**config.mk**
```make
export PLATFORM = sky130hd
export DESIGN_NAME = rsup_top
export DESIGN_NICKNAME = d
export VERILOG_FILES = /design/src/rtl/rsup_pkg.sv /design/src/rtl/rsup_sync.sv /design/src/rtl/rsup_glitch.sv /design/src/rtl/rsup_clkmon.sv /design/src/rtl/rsup_ctrl.sv /design/src/rtl/rsup_top.sv
export SDC_FILE = /design/constraint.sdc
export NUM_CORES = 1
export LEC_CHECK = 0
export BUFFER_PORTS_ARGS = -buffer_cell sky130_fd_sc_hd__buf_2
export CAP_MARGIN = 0
export CORE_MARGIN = 4
export CORE_UTILIZATION = 50
export DETAILED_ROUTE_END_ITERATION = 7
export GPL_ROUTABILITY_DRIVEN = 0
export HOLD_SLACK_MARGIN = 0.05
export PLACE_DENSITY = 0.7
export SYNTH_ARGS = -nofsm -noshare
export SYNTH_HDL_FRONTEND = slang
export SYNTH_SLANG_ARGS = --single-unit
```
**constraint.sdc**
```tcl
create_clock -name ref_clk -period 1.4 [get_ports ref_clk]
set_input_delay 0.28 -clock ref_clk [delete_from_list [all_inputs] [get_ports ref_clk]]
set_output_delay 0.28 -clock ref_clk [all_outputs]
set_load 0.005 [all_outputs]
```
**src/rtl/rsup_pkg.sv**
```systemverilog
package rsup_pkg;

    typedef enum logic [1:0] {
        ST_HOLD  = 2'd0,
        ST_DELAY = 2'd1,
        ST_CHECK = 2'd2,
        ST_RUN   = 2'd3
    } sup_state_e;

    typedef enum logic [1:0] {
        CAUSE_NONE   = 2'b00,
        CAUSE_SUPPLY = 2'b01,
        CAUSE_CLOCK  = 2'b10
    } cause_e;

    typedef struct packed {
        logic alive;
        logic dead;
    } clk_stat_t;

    function automatic int unsigned cnt_w(input int unsigned n);
        return (n < 2) ? 1 : $clog2(n + 1);
    endfunction

endpackage

```
**src/rtl/rsup_sync.sv**
```systemverilog
module rsup_sync #(
    parameter int unsigned STAGES = 2
) (
    input  logic clk,
    input  logic clr_n,
    input  logic d,
    output logic q
);
    logic [STAGES-1:0] sr;

    always_ff @(posedge clk or negedge clr_n) begin
        if (!clr_n) sr <= '0;
        else        sr <= {sr[STAGES-2:0], d};
    end

    assign q = sr[STAGES-1];
endmodule

```
**src/rtl/rsup_glitch.sv**
```systemverilog
module rsup_glitch import rsup_pkg::*; #(
    parameter int unsigned GLITCH_CYC = 4
) (
    input  logic clk,
    input  logic ok_sync,
    output logic fault
);
    localparam int unsigned W = cnt_w(GLITCH_CYC);

    logic [W-1:0] low_cnt;

    // Self-initialising: saturates upward from any start value while low.
    always_ff @(posedge clk) begin
        if (ok_sync)                       low_cnt <= '0;
        else if (low_cnt < W'(GLITCH_CYC)) low_cnt <= low_cnt + 1'b1;
    end

    assign fault = (low_cnt >= W'(GLITCH_CYC));
endmodule

```
**src/rtl/rsup_clkmon.sv**
```systemverilog
module rsup_clkmon import rsup_pkg::*; #(
    parameter int unsigned WIN_CYC     = 64,
    parameter int unsigned MIN_EDGES   = 4,
    parameter int unsigned TIMEOUT_CYC = 128
) (
    input  logic      clk,
    input  logic      srst,
    input  logic      clk_sync,
    output clk_stat_t stat
);
    localparam int unsigned WW = cnt_w(WIN_CYC - 1);
    localparam int unsigned EW = cnt_w(MIN_EDGES);
    localparam int unsigned TW = cnt_w(TIMEOUT_CYC);

    logic          prev;
    logic          rise;
    logic          win_end;
    logic          dead;
    logic          alive_q;
    logic [WW-1:0] win_cnt;
    logic [EW-1:0] edge_cnt;
    logic [TW-1:0] idle_cnt;

    assign rise    = clk_sync & ~prev;
    assign win_end = (win_cnt == WW'(WIN_CYC - 1));
    assign dead    = (idle_cnt >= TW'(TIMEOUT_CYC));

    always_ff @(posedge clk) begin
        prev <= clk_sync;
        if (srst) begin
            win_cnt  <= '0;
            edge_cnt <= '0;
            idle_cnt <= '0;
            alive_q  <= 1'b0;
        end else begin
            win_cnt <= win_end ? '0 : win_cnt + 1'b1;

            if (win_end)                                edge_cnt <= '0;
            else if (rise && edge_cnt < EW'(MIN_EDGES)) edge_cnt <= edge_cnt + 1'b1;

            if (rise)      idle_cnt <= '0;
            else if (!dead) idle_cnt <= idle_cnt + 1'b1;

            if (dead)         alive_q <= 1'b0;
            else if (win_end) alive_q <= (edge_cnt >= EW'(MIN_EDGES));
        end
    end

    assign stat.alive = alive_q;
    assign stat.dead  = dead;
endmodule

```
**src/rtl/rsup_ctrl.sv**
```systemverilog
module rsup_ctrl import rsup_pkg::*; #(
    parameter int unsigned HOLD_CYC = 3277
) (
    input  logic       clk,
    input  logic       srst,
    input  logic       ok_sync,
    input  clk_stat_t  stat,
    output sup_state_e state,
    output cause_e     cause,
    output logic       released
);
    localparam int unsigned HW = cnt_w(HOLD_CYC);

    logic [HW-1:0] hold_cnt;

    always_ff @(posedge clk) begin
        if (srst) begin
            state    <= ST_HOLD;
            hold_cnt <= '0;
            cause    <= CAUSE_SUPPLY;
        end else begin
            case (state)
                ST_HOLD: begin
                    hold_cnt <= '0;
                    if (ok_sync) state <= ST_DELAY;
                end
                ST_DELAY: begin
                    if (hold_cnt == HW'(HOLD_CYC - 1)) state <= ST_CHECK;
                    else hold_cnt <= hold_cnt + 1'b1;
                end
                ST_CHECK: begin
                    if (stat.alive && !stat.dead) state <= ST_RUN;
                end
                default: begin
                    if (!stat.alive || stat.dead) begin
                        state <= ST_CHECK;
                        cause <= CAUSE_CLOCK;
                    end
                end
            endcase
        end
    end

    assign released = (state == ST_RUN);
endmodule

```
**src/rtl/rsup_top.sv**
```systemverilog
module rsup_top import rsup_pkg::*; #(
    parameter int unsigned SYNC_STAGES = 2,
    parameter int unsigned GLITCH_CYC  = 4,
    parameter int unsigned HOLD_CYC    = 3277,
    parameter int unsigned WIN_CYC     = 64,
    parameter int unsigned MIN_EDGES   = 4,
    parameter int unsigned TIMEOUT_CYC = 128
) (
    input  logic       ref_clk,
    input  logic       supply_ok,
    input  logic       sys_clk,
    output logic       rst_n_o,
    output logic [1:0] cause_o
);
    logic       ok_sync;
    logic       sclk_sync;
    logic       fault;
    logic       released;
    clk_stat_t  mon_stat;
    sup_state_e state;
    cause_e     cause;

    // Supply path: the comparator output itself clears the synchronizer.
    rsup_sync #(.STAGES(SYNC_STAGES)) u_sync_ok (
        .clk(ref_clk), .clr_n(supply_ok), .d(1'b1), .q(ok_sync)
    );

    rsup_sync #(.STAGES(SYNC_STAGES)) u_sync_clk (
        .clk(ref_clk), .clr_n(1'b1), .d(sys_clk), .q(sclk_sync)
    );

    rsup_glitch #(.GLITCH_CYC(GLITCH_CYC)) u_glitch (
        .clk(ref_clk), .ok_sync(ok_sync), .fault(fault)
    );

    rsup_clkmon #(
        .WIN_CYC(WIN_CYC), .MIN_EDGES(MIN_EDGES), .TIMEOUT_CYC(TIMEOUT_CYC)
    ) u_mon (
        .clk(ref_clk), .srst(fault), .clk_sync(sclk_sync), .stat(mon_stat)
    );

    rsup_ctrl #(.HOLD_CYC(HOLD_CYC)) u_ctrl (
        .clk(ref_clk), .srst(fault), .ok_sync(ok_sync), .stat(mon_stat),
        .state(state), .cause(cause), .released(released)
    );

    assign rst_n_o = released & supply_ok;
    assign cause_o = cause;
endmodule

```
# After elaboration in Yosys (flattened, before gate mapping)
# Index checks and enable logic that the tools add are counted.
# word_totals
in_bits	3
ff_bits	42
out_inout_bits	3
# classes
magnitude_cmp	5
n_bitwise	4
n_addsub	5
mux	7
n_reduce_logical	15
eq_ne	9
# ops
operator	count
$pmux W12 S2	1
$add A12 B1 Y12 const B	1
$eq A12 B12 Y1 const B	1
$mux W12	1
$add A8 B1 Y8 const B	1
$ge A8 B8 Y1 const B	1
$mux W2	4
$add A3 B1 Y3 const B	2
$add A6 B1 Y6 const B	1
$eq A6 B6 Y1 const B	1
$ge A3 B3 Y1 const B	2
$lt A3 B3 Y1 const B	2
$pmux W2 S3	1
$reduce_or A2 Y1	3
$eq A2 B2 Y1 const B	2
$ne A2 B1 Y1 const B	2
$ne A2 B2 Y1 const B	2
$reduce_and A2 Y1	2
$reduce_and A4 Y1	1
$reduce_bool A4 Y1	1
$reduce_or A3 Y1	1
$and A1 B1 Y1	2
$eq A2 B1 Y1 const B	1
$logic_and A1 B1 Y1	2
other kinds (5)	7

# Depth between registers and ports, before layout
# depth
word_depth	5
mapped_depth	6
depth_no_buf	6

# Hierarchy
# A second synthesis with hierarchy kept.
# hier_totals
hier_cells	208
hier_area_um2	1911.8
# modules_own_cells
mod	area_per_inst_um2	instances	cells_each
rsup_ctrl	849.6	1	99
rsup_clkmon	822.0	1	89
rsup_glitch	130.1	1	14
rsup_sync	50.0	2	2
rsup_top	10.0	1	2

# Least setup slack after synthesis
# No wires, ideal clock.
# synth_path
kind	register -> register
start	reg u_ctrl.hold_cnt[0]
end	reg u_ctrl.hold_cnt[3]
t_arrival_ns	1.404
path_stages_with_launch	7
t_required_ns	1.325
path_buffers	0
setup_slack_ns	-0.079
path_cell_list	dfxtp_1 > inv_1 > ha_1 > nand2_1 > nor4_2 > or4_1 > a31oi_1
# synth_via
elab_chain_len	3
word_cells_on_any_way	6
classes_between	add/sub (1); eq/ne (2); mux (2); reduce/logical (1)
# synth_rtl
item	line_no	source
start, declared	rsup_ctrl.sv:14	logic [HW-1:0] hold_cnt;
start signal, assigned	rsup_ctrl.sv:29	else hold_cnt <= hold_cnt + 1'b1;
$add A12 B1 Y12 / $eq A12 B12 Y1 (equally long branches)	rsup_ctrl.sv:29, rsup_ctrl.sv:28	
$mux W12 / $ne A2 B2 Y1 (equally long branches)	--	
$pmux W12 S2 / $reduce_and A2 Y1 (equally long branches)	--	
# Several ways; a longest one is shown, not always the timed one. The select of a mux whose other input is x is not followed.
# A chain may end at the register's enable or synchronous reset.

# Final worst setup path
# layout_path
start	reg u_ctrl.hold_cnt[5]
end	reg u_ctrl.hold_cnt[2]
# layout_via
elab_chain_len	3
# layout_rtl
item	line_no	source
$eq A12 B12 Y1	rsup_ctrl.sv:28	if (hold_cnt == HW'(HOLD_CYC - 1)) state <= ST_CHECK;
$ne A2 B2 Y1 (no source line)	--	
$reduce_and A2 Y1 (no source line)	--	
# Every way passes these cells.

==> impl_metrics.yaml <==
pwr:
  p_sw_share_pct: 33.0
  combPwrFrac_pct: 31.4
  share_seq_of_total_power_pct: 47.2
  leakage_nw: 1.02
  p_int_mw: 2.52
  switching_power_mw: 1.25
  power.density_nw_per_um2: 1540
  p_clk_share_pct: 21.4
  peakVddDrop_mv: 1.03
drt:
  drt-pass1-iter-count: 4
  drt_iter0_markers: 136
  ant_nets: 0
  drc: 0
  vias: 1668
  wirelength_mm: 4.30
  wire_per_inst_um: 14.2
  drt-vias-per-instance: 5.49
floorplanning:
  rows: 22
  start_util_pct: 51.8
  die_width_um: 69.8
  die_h_um: 69.8
  die_area_sq_um: 4880
  coreArea_sq_um: 3690
  pin_count: 6
timing:
  rsz0062_at_grt: "true"
  period_needed_ns: 1.54
  clock-skew-final_ns: 0.00330
  max_freq_mhz: 649
  fin_ws_ns: -0.141
  hold_violations: 0
  final-setup-viol-count: 8
  period_share_pct: 110
  maxSlewViolCount: 0
logic_synthesis:
  yosys_warnings: 0
  synthTopCellsByArea: "dfxtp_1 42%, ha_1 5.9%, nor2_1 5.1%, a21oi_1 3.4%, xor2_1 3.2%"
  syn_inst: 217
  synth_edf_count: 0
  synth_top_area_cell: "dfxtp_1"
  netlist.area_leader.share_pct: 41.9
  syn_area_sq_um: 1910
  ys_top_cells_by_count: "40 x dfxtp_1, 26 x nor2_1, 13 x a21oi_1, 13 x inv_1, 11 x nand2_1"
  synth_ff_type: "dfxtp_1"
  postSynth.asyncResetShare_pct: 4.76
  avgSynthCellArea_sq_um: 8.81
  ys_seq_area_share_pct: 44.5
  yosysUniqueCellTypes: 42
  syn_nets: 229
  synth-seq-cells: 42
  synth.most_common_cell: "dfxtp_1"
setup_path:
  required_ns: 1.62
  path_class: "reg -> reg"
  start_kind: "flip-flop"
  end_kind: "flip-flop"
  r2r_slack_ns: -0.14
  critical-path-max-stage-delay_ns: 0.40
  path_cells: "or3b_4, nor4_4, buf_4, o211ai_1, a31oi_1"
  worst_path_max_delay_cell: "or3b_4"
  cp_max_fo: 5
  arrival_ns: 1.76
worst_hold_path:
  hp-class: "in -> reg"
status:
  violations: "negative setup slack"
  outcome: "finished with violations"
cells_and_area:
  num_antenna_cells: 0
  nNetsFinal: 267
  layoutNonFillerInstCount: 304
  final_cell_area_sq_um: 2450
  areaGrowthSynthToFinish_pct: 28.1
  fillCellCount: 297
  layout-drive-gt1-share_pct: 30.5
placed_design:
  dpl_cell_area_sq_um: 2130
  port_buffers: 5
  dp_hpwl_mm: 2.52
  dp.cells: 283
clock_tree:
  cts_tree: "built"
  numCtsBuffers: 5
  h-tree-depth: 2
  clk-insertion-delay-late_ns: 0.30
  ctsLongestPathBuffers: 2
  clkTransAtPathRegs_ns: 0.08
  cts.sinks: 42
  root_buffer: "clkbuf_8"
global_route:
  grt.total_usage_pct: 16.5
  grt_remaining_overflow: 0
  grt_first_pass_wirelength_mm: 6.51
  grt_start_max_net_pins: 17
  grt_pass1_vias: 1464
  antenna_found_initial: 0
run:
  cap_violations: 0
## path summary, 6_finish.rpt
check | cells after the start | end | start
min in group asynchronous | 2 | u_sync_ok.sr[0] | supply_ok
hold reg to reg | 0 | u_sync_clk.sr[1] | u_sync_clk.sr[0]
max in group asynchronous | 2 | u_sync_ok.sr[1] | supply_ok
setup / recovery | 5 | u_ctrl.hold_cnt[2] | u_ctrl.hold_cnt[5]
setup reg to reg | 5 | u_ctrl.hold_cnt[2] | u_ctrl.hold_cnt[5]
hold / removal | 1 | u_sync_clk.sr[0] | sys_clk
## power groups by stage
stage | Combinational (mW) | Clock [mW] | Sequential, mW
2_1_floorplan | 0.686 | 0 | 1.69
3_3_place_gp | 0.895 | 0 | 1.76
3_5_place_dp | 0.923 | 0 | 1.77
4_1_cts | 1.05 | 0.830 | 1.74
5_1_grt | 1.33 | 0.877 | 1.82
6_report | 1.18 | 0.808 | 1.78
## kinds of logic after synthesis
| group | after synthesis | share of synthesized area (%) |
|---|---|---|
| mux | 4 | 2.09 |
| xor+xnor | 12 | 5.50 |
| compound gates | 35 | 10.8 |
| other cells | 1 | 0.196 |
| buf+inv | 26 | 5.69 |
| flops | 42 | 44.5 |
| fa+ha+maj | 9 | 5.89 |
| simple gates | 88 | 25.3 |
## layer usage
layer	vias up	share of wire, %	track usage [%]
met3	14	5.7	3.48
met2	56	49	27.1
met5	-	0	0
met4	0	3.2	7.87
met1	776	42	20.4
li1	822	-	-
## per-stage QoR
| step | setup TNS, ns | util, % | power, mW | setup WS (ns) | hold slack, ns |
|---|---|---|---|---|---|
| after CTS | -0.0170 | 62.8 | 3.62 | -0.0158 | 0.0775 |
| final | -0.435 | 66.4 | 3.77 | -0.141 | 0.0827 |
| after global routing | -1.03 | 66.4 | 4.03 | -0.212 | 0.0786 |
| after global placement | -0.351 | 57.7 | 2.66 | -0.119 | 0.0723 |
| after detailed placement | -0.428 | 57.7 | 2.69 | -0.126 | 0.0746 |
| after floorplan | 0 | - | 2.38 | 0.0103 | -0.0156 |
## sequential cells by signal (all words and copies together), names as in the netlist
register	cells
u_ctrl.cause	2
u_ctrl.hold_cnt	12
u_ctrl.state	2
u_glitch.low_cnt	3
u_mon.alive_q	1
u_mon.edge_cnt	3
u_mon.idle_cnt	8
u_mon.prev	1
u_mon.win_cnt	6
u_sync_clk.sr	2
u_sync_ok.sr	2
## placed cells by master (no fill, tap or decap), drive strengths merged, types with 6 or more instances in the layout
cell type,count
buf,42
dfxtp,40
nor2,26
a21oi,13
inv,13
nand2,12
nand3,9
ha,9
a31oi,7
xor2,7
o21ai,7
clkbuf,6
## area by class of cell
cell class | instances | area [sq um] | share of cell area, %
multi-input combinational | 149 | 1040 | 42.4
tap | 48 | 60.1 | 2.45
inverter | 14 | 52.6 | 2.15
sequential | 42 | 868 | 35.5
clock inverter | 2 | 12.5 | 0.511
timing repair buffer | 43 | 335 | 13.7
clock buffer | 6 | 82.6 | 3.37
## timing repair
action                                 4_1_cts  5_1_grt
setup endpoints to repair                   11       14
pin swaps                                   11       15
buffers inserted                             3        9
endpoints found under the hold margin        2        0
gates resized for setup                     19       16
hold buffers                                 1        0
## worst max-delay path: cells and delay by family (launching register included)
family	cells	cell delay, ns
AOI/OAI and AO/OA	2	0.23
buffers and inverters	1	0.19
and+or+nand+nor	2	0.68
DFF	1	0.36
No activity file was read; power rests on OpenSTA's default activity.
